--- src/rtl/brx_pkg.sv ---
package brx_pkg;

    localparam int INSTR_W  = 32;
    localparam int OPC_W    = 6;
    localparam int REG_IDX_W = 5;
    localparam int OFS_W    = 16;

    localparam int OPC_MSB  = 31;
    localparam int OPC_LSB  = 26;
    localparam int SRC_MSB  = 25;
    localparam int SRC_LSB  = 21;
    localparam int OFS_MSB  = 15;

    localparam logic [OPC_W-1:0] OPC_BR_ZERO    = 6'b000100;
    localparam logic [OPC_W-1:0] OPC_BR_NONZERO = 6'b000101;

    localparam logic [INSTR_W-1:0] BUBBLE_WORD = '0;

    typedef enum logic [1:0] {
        BK_NONE    = 2'd0,
        BK_ZERO    = 2'd1,
        BK_NONZERO = 2'd2
    } br_kind_e;

    typedef struct packed {
        logic is_branch;
        logic cond_met;
        logic taken;
        logic hold;
    } br_dec_t;

    function automatic br_kind_e classify(input logic [OPC_W-1:0] opc);
        case (opc)
            OPC_BR_ZERO:    return BK_ZERO;
            OPC_BR_NONZERO: return BK_NONZERO;
            default:        return BK_NONE;
        endcase
    endfunction

endpackage

--- src/rtl/brx_cond_eval.sv ---
module brx_cond_eval
    import brx_pkg::*;
#(
    parameter int PC_W   = 32,
    parameter int DATA_W = 32
) (
    input  logic                 valid,
    input  logic [OPC_W-1:0]     opc,
    input  logic [OFS_W-1:0]     ofs,
    input  logic [PC_W-1:0]      pc4,
    input  logic [DATA_W-1:0]    rs_value,
    input  logic                 rs_ready,
    output br_dec_t              dec,
    output logic [PC_W-1:0]      target
);
    localparam int SCALED_W = OFS_W + 2;

    br_kind_e         kind;
    logic             is_zero;
    logic [PC_W-1:0]  ofs_scaled;

    assign kind    = valid ? classify(opc) : BK_NONE;
    assign is_zero = (rs_value == '0);

    generate
        if (PC_W > SCALED_W) begin : g_wide
            assign ofs_scaled = {{(PC_W-SCALED_W){ofs[OFS_W-1]}}, ofs, 2'b00};
        end else begin : g_narrow
            logic [SCALED_W-1:0] full;
            assign full       = {ofs, 2'b00};
            assign ofs_scaled = full[PC_W-1:0];
        end
    endgenerate

    assign target = pc4 + ofs_scaled;

    always_comb begin
        dec.is_branch = (kind != BK_NONE);
        unique case (kind)
            BK_ZERO:    dec.cond_met = is_zero;
            BK_NONZERO: dec.cond_met = !is_zero;
            default:    dec.cond_met = 1'b0;
        endcase
        dec.hold  = dec.is_branch && !rs_ready;
        dec.taken = dec.is_branch && rs_ready && dec.cond_met;
    end

endmodule

--- src/rtl/brx_pc_reg.sv ---
module brx_pc_reg #(
    parameter int               PC_W     = 32,
    parameter logic [PC_W-1:0]  RESET_PC = '0
) (
    input  logic            clk,
    input  logic            rst,
    input  logic            hold,
    input  logic            redirect,
    input  logic [PC_W-1:0] target,
    output logic [PC_W-1:0] pc,
    output logic [PC_W-1:0] pc_seq
);
    localparam logic [PC_W-1:0] STEP = PC_W'(4);

    logic [PC_W-1:0] pc_nxt;

    assign pc_seq = pc + STEP;

    always_comb begin
        if (hold)          pc_nxt = pc;
        else if (redirect) pc_nxt = target;
        else               pc_nxt = pc_seq;
    end

    always_ff @(posedge clk) begin
        if (rst) pc <= RESET_PC;
        else     pc <= pc_nxt;
    end

    AST_PC_HOLD_STABLE: assert property (@(posedge clk) disable iff (rst)
        hold |=> pc == $past(pc));
    AST_PC_SEQ_STEP: assert property (@(posedge clk) disable iff (rst)
        (!hold && !redirect) |=> pc == $past(pc) + STEP);
    AST_PC_REDIRECT: assert property (@(posedge clk) disable iff (rst)
        (!hold && redirect) |=> pc == $past(target));

endmodule

--- src/rtl/brx_ifid_reg.sv ---
module brx_ifid_reg
    import brx_pkg::*;
#(
    parameter int PC_W = 32
) (
    input  logic               clk,
    input  logic               rst,
    input  logic               hold,
    input  logic               squash,
    input  logic [INSTR_W-1:0] fetch_word,
    input  logic [PC_W-1:0]    fetch_pc4,
    output logic [INSTR_W-1:0] instr,
    output logic [PC_W-1:0]    pc4,
    output logic               valid
);
    always_ff @(posedge clk) begin
        if (rst) begin
            instr <= BUBBLE_WORD;
            pc4   <= '0;
            valid <= 1'b0;
        end else if (hold) begin
            instr <= instr;
            pc4   <= pc4;
            valid <= valid;
        end else if (squash) begin
            instr <= BUBBLE_WORD;
            pc4   <= fetch_pc4;
            valid <= 1'b0;
        end else begin
            instr <= fetch_word;
            pc4   <= fetch_pc4;
            valid <= 1'b1;
        end
    end

    AST_SQUASH_BUBBLE: assert property (@(posedge clk) disable iff (rst)
        (squash && !hold) |=> (!valid && instr == BUBBLE_WORD));
    AST_HOLD_KEEPS_WORD: assert property (@(posedge clk) disable iff (rst)
        hold |=> $stable(instr) && $stable(valid));
    AST_FLOW_VALID: assert property (@(posedge clk) disable iff (rst)
        (!hold && !squash) |=> valid);

endmodule

--- src/rtl/brx_branch_unit.sv ---
module brx_branch_unit
    import brx_pkg::*;
#(
    parameter int               PC_W     = 32,
    parameter int               DATA_W   = 32,
    parameter logic [PC_W-1:0]  RESET_PC = '0
) (
    input  logic                  clk,
    input  logic                  rst,
    input  logic                  delay_mode,
    output logic [PC_W-1:0]       imem_addr,
    input  logic [INSTR_W-1:0]    imem_rdata,
    output logic [REG_IDX_W-1:0]  rs_idx,
    input  logic [DATA_W-1:0]     rs_value,
    input  logic                  rs_ready,
    output logic [INSTR_W-1:0]    id_instr,
    output logic [PC_W-1:0]       id_pc4,
    output logic                  id_valid,
    output logic                  id_hold,
    output logic                  br_taken,
    output logic [PC_W-1:0]       br_target
);
    br_dec_t          dec;
    logic [PC_W-1:0]  pc_seq;
    logic             squash;

    assign squash = dec.taken && !delay_mode;
    assign rs_idx = id_instr[SRC_MSB:SRC_LSB];

    brx_cond_eval #(
        .PC_W   (PC_W),
        .DATA_W (DATA_W)
    ) u_cond (
        .valid    (id_valid),
        .opc      (id_instr[OPC_MSB:OPC_LSB]),
        .ofs      (id_instr[OFS_MSB:0]),
        .pc4      (id_pc4),
        .rs_value (rs_value),
        .rs_ready (rs_ready),
        .dec      (dec),
        .target   (br_target)
    );

    brx_pc_reg #(
        .PC_W     (PC_W),
        .RESET_PC (RESET_PC)
    ) u_pc (
        .clk      (clk),
        .rst      (rst),
        .hold     (dec.hold),
        .redirect (dec.taken),
        .target   (br_target),
        .pc       (imem_addr),
        .pc_seq   (pc_seq)
    );

    brx_ifid_reg #(
        .PC_W (PC_W)
    ) u_ifid (
        .clk        (clk),
        .rst        (rst),
        .hold       (dec.hold),
        .squash     (squash),
        .fetch_word (imem_rdata),
        .fetch_pc4  (pc_seq),
        .instr      (id_instr),
        .pc4        (id_pc4),
        .valid      (id_valid)
    );

    assign id_hold  = dec.hold;
    assign br_taken = dec.taken;

    AST_REDIRECT_NEEDS_BRANCH: assert property (@(posedge clk) disable iff (rst)
        br_taken |-> (id_valid && (id_instr[OPC_MSB:OPC_LSB] == OPC_BR_ZERO
                                || id_instr[OPC_MSB:OPC_LSB] == OPC_BR_NONZERO)));
    AST_ZERO_TEST: assert property (@(posedge clk) disable iff (rst)
        (br_taken && id_instr[OPC_MSB:OPC_LSB] == OPC_BR_ZERO) |-> rs_value == '0);
    AST_DELAY_SLOT_KEPT: assert property (@(posedge clk) disable iff (rst)
        (br_taken && delay_mode) |=> (id_valid && id_instr == $past(imem_rdata)));
    AST_HOLD_NO_REDIRECT: assert property (@(posedge clk) disable iff (rst)
        (id_hold |-> !br_taken) and (id_hold |=> imem_addr == $past(imem_addr)));
    AST_RESET_STATE: assert property (@(posedge clk)
        $past(rst) |-> (imem_addr == RESET_PC && !id_valid));

endmodule

--- config.mk ---
export PLATFORM = sky130hd
export DESIGN_NAME = brx_branch_unit
export DESIGN_NICKNAME = d
export VERILOG_FILES = /design/src/rtl/brx_pkg.sv /design/src/rtl/brx_cond_eval.sv /design/src/rtl/brx_pc_reg.sv /design/src/rtl/brx_ifid_reg.sv /design/src/rtl/brx_branch_unit.sv
export SDC_FILE = /design/constraint.sdc
export NUM_CORES = 1
export LEC_CHECK = 0
export BUFFER_PORTS_ARGS = -buffer_cell sky130_fd_sc_hd__buf_4
export CELL_PAD_IN_SITES_DETAIL_PLACEMENT = 2
export CELL_PAD_IN_SITES_GLOBAL_PLACEMENT = 2
export CORE_UTILIZATION = 28
export CTS_CLUSTER_DIAMETER = 30
export CTS_CLUSTER_SIZE = 8
export DETAILED_ROUTE_END_ITERATION = 12
export PLACE_DENSITY_LB_ADDON = 0.1
export SLEW_MARGIN = 20
export SYNTH_ARGS = -nofsm -noshare
export SYNTH_HDL_FRONTEND = slang
export SYNTH_SLANG_ARGS = --single-unit
--- constraint.sdc ---
create_clock -name clk -period 3.6 [get_ports clk]
set_clock_uncertainty 0.05 [all_clocks]
set_input_delay 0.54 -clock clk [delete_from_list [all_inputs] [get_ports clk]]
set_output_delay 0.54 -clock clk [all_outputs]
set_load 0.01 [all_outputs]
==> reports/results.tsv <==
metric	value	unit
net switching power of the design	0.000769	W
# rows	53	
number of antenna violations at the first check in global routing	0	
CORE AREA	0.0211	mm^2
Post-Synthesis Cells	769	
CTS H-tree depth	3	
CP delay by family, top	compound AO/OA/AOI/OAI gates	
achievable frequency	284	MHz
DRC Markers	0	
routed len/inst	20.9	um
width of the die	149	um
Skew-Pair Late Insertion Delay	360	ps
diode count	0	
slew at the pin closest to its max-slew limit	618	ps
reported leakage power	3.75	nW
Root Driver	clkbuf_16	
final period demand of the worst path	3520	ps
Seq cells post-synth	97	
RSZ-0062 raised after global routing	yes	
deepest clock path buffer count	2	
first-pass GRT wire length	40200	um
critical path endpoint category	primary output	
Critical Path Slowest Stage Cell	dfxtp_4	
arrival time reported for the critical path endpoint	2930	ps
share of async-settable or async-resettable flops after synthesis	0	%
final layout net count	1048	
average cell area after synthesis	7.87	um^2
Max Cap Viol	0	
met3 WL post-DR	820	um
DR vias	6581	
cell repeated most along the worst path	buf_4	
buffers plus inverters on the worst setup path	3	
worst min-delay path category	input pin to flop	
Initial Util	28.7	%
detailed-router iteration count before antenna repair	4	
maximum vdd ir drop	0.206	mV
slowest cell delay on critical path	370	ps
relative contribution of combinational cells to total power	16.5	%
starting DRC count in detailed routing	234	
worst rel slew slack	58.5	%
clock-pin slew on the worst setup and hold paths	80	ps
depth of the critical timing path with buffers and inverters included	13	
total power density per cell area	316	mW/mm^2
total congestion overflow	0	
Top-Level Pins	204	
Routed met2 length	13100	um
required time at the endpoint of the critical path	3010	ps
final setup violation count	0	
fin worst setup slack	80.2	ps
Syn. warnings	0	
count of flip-flops with a built-in enable after synthesis	0	
number of different library cells in the post-synthesis netlist	63	
fraction of layout cells with a size suffix above 1	30.7	%
TritonCTS sink count	97	
Worst Setup Slack post-DPL	156	ps
startpoint class of the critical path	flop	
full die area	0.0222	mm^2
largest fanout of any net on the critical path	3	
weighted congestion at the end of routability-driven global placement	0.869	
antenna violation net count after detailed routing	0	
switching portion of total power	29.1	%
Register-to-Register Path Depth	10	
Final Max Slew Viols	0	
total routed wirelength	25700	um
CP Cell Sequence	ha_4 > inv_1 > fa_2 > nor2b_2 > nor3_2 > o21bai_2 > a31oi_4 > a21oi_1 > o21a_1 > buf_4 > mux2i_1 > nor2_1 > buf_4	
via count of the first global-routing pass	7201	
number of buffers added to fix hold violations after cts	0	
Total GRT Usage	23.3	%
internal cell power	0.00187	W
largest net degree at the start of global routing	51	
run status	complete, no violations	
most common flop cell mapped by yosys	dfxtp_1	
sequential-to-total area share from yosys stat	32.1	%
total nets after synthesis	868	
area of the mapped netlist	0.00605	mm^2
growth of design area from synthesis to finish	37.8	%
total power after layout	0.00264	W
die boundary height	149	um
Routed met1 length	11200	um
category of the most critical setup path	flop to primary output	
total half-perimeter wirelength after legalization and detailed placement	19800	um
Via density	5.35	
top routing layer used	met4	
final hold violation count	0	
clock network power share	40.3	%
Cells on Worst Hold Path	2	
CTS tree	done	
register share of total power	43.2	%
port bufs	203	
clock buffer count from CTS	9	
final worst-path cycle share	97.8	%
worst register-to-register path, stage by stage (launching register included):
cell and delay, ps:
dfxtp_1 420, ha_1 300, nand2_1 190, nor4_4 480, nand2_2 190, or3_4 470
nor2_4 180, and4_4 270, o21ai_1 60, a22oi_1 240, o221ai_1 130
worst paths after layout:
kind	slack [ps]	from	end
worst min-delay path	350	imem_rdata[29]	u_ifid.instr[29]
worst min register to register	440	u_pc.pc[1]	u_ifid.pc4[1]
worst max register to register	500	u_pc.pc[3]	u_pc.pc[30]
worst max-delay path	80	u_ifid.instr[0]	br_target[22]
state kept, by name, summed over array words and instances, names as in the netlist:
signal        cells
u_ifid.instr     32
u_ifid.pc4       32
u_ifid.valid      1
u_pc.pc          32
layout make-up:
cell class	instances	area [um^2]
Timing Repair Buffer	227	1720
Multi-Input combinational cell	599	3960
Tap cell	275	344
Clock inverter	7	83.8
Inverter	15	56.3
Sequential cell	97	1950
Fill cell	2417	12700
Clock buffer	9	225
Yosys cell counts, types with 20 or more instances:
library cell | instances | share of area [%]
clkbuf_1 | 40 | 2.5
nand2_1 | 73 | 4.5
a21oi_1 | 70 | 5.8
o21ai_0 | 40 | 3.3
and3_1 | 20 | 2.1
a211oi_1 | 32 | 4.0
dfxtp_1 | 97 | 32
xnor2_1 | 37 | 5.4
a22oi_1 | 28 | 3.5
nor2_1 | 96 | 6.0
ha_1 | 30 | 6.2
metal layers:
layer  global-route usage (%)  vias up
met4                     6.79        0
met3                     3.43       35
li1                         -     3126
met2                     41.9      124
met1                     28.6     3296
met5                        0        -
layout by cell type, fill, tap and decap left out, types with 9 or more instances in the layout:
| master | netlist | layout |
|---|---|---|
| buf_4 | 9 | 226 |
| nor2_1 | 96 | 95 |
| dfxtp_1 | 97 | 92 |
| nand2_1 | 73 | 73 |
| a21oi_1 | 70 | 67 |
| o21ai_0 | 40 | 35 |
| xnor2_1 | 37 | 35 |
| a211oi_1 | 32 | 29 |
| a22oi_1 | 28 | 28 |
| ha_1 | 30 | 26 |
| and3_1 | 20 | 18 |
| nand3_1 | 18 | 18 |
| xor2_1 | 18 | 17 |
| inv_1 | 15 | 13 |
| nor4_1 | 13 | 13 |
| a21o_1 | 11 | 11 |
| nor3_1 | 11 | 10 |
| a31oi_1 | 10 | 9 |
| clkbuf_16 | 0 | 9 |
power by group through the flow:
stage	Sequential [W]	Clock, W	Combinational (W)
after global placement	0.00116	0	0.000408
after global routing	0.00114	0.00113	0.000472
after floorplan	0.00117	0	0.000183
final	0.00114	0.00106	0.000436
after CTS	0.00114	0.00108	0.000429
after detailed placement	0.00116	0	0.000423
through the flow:
stage               hold slack [ps]  setup TNS, ps  cell area [um^2]  utilization (%)  std cells
floorplan                       400              0              6050                -        769
global placement                409              0              7840             37.2       1210
detailed placement              434              0              7840             37.2       1210
CTS                             337              0              8230             39.0       1228
global route                    336           -144              8340             39.5       1229
finish                          345              0              8340             39.5       1229
cells by family (layout without fill, tap and decap cells):
group           count (synthesis)  count (layout)  share of synthesized area (%)
mux                             4               4                          0.661
simple gates                  277             277                           22.7
buf+inv                        73             258                           5.15
compound gates                232             232                           24.9
xor+xnor                       55              55                           7.96
fa+ha+maj                      31              31                           6.53
flops                          97              97                           32.1
timing repair:
item / 4_1_cts / 5_1_grt
pin swaps: 8 / 10
gates resized for setup: 18 / 24
buffers inserted: 2 / 1
endpoints found under the setup margin: 10 / 11
hold endpoints to repair: 0 / 0
Power figures use the tool's default switching activity.
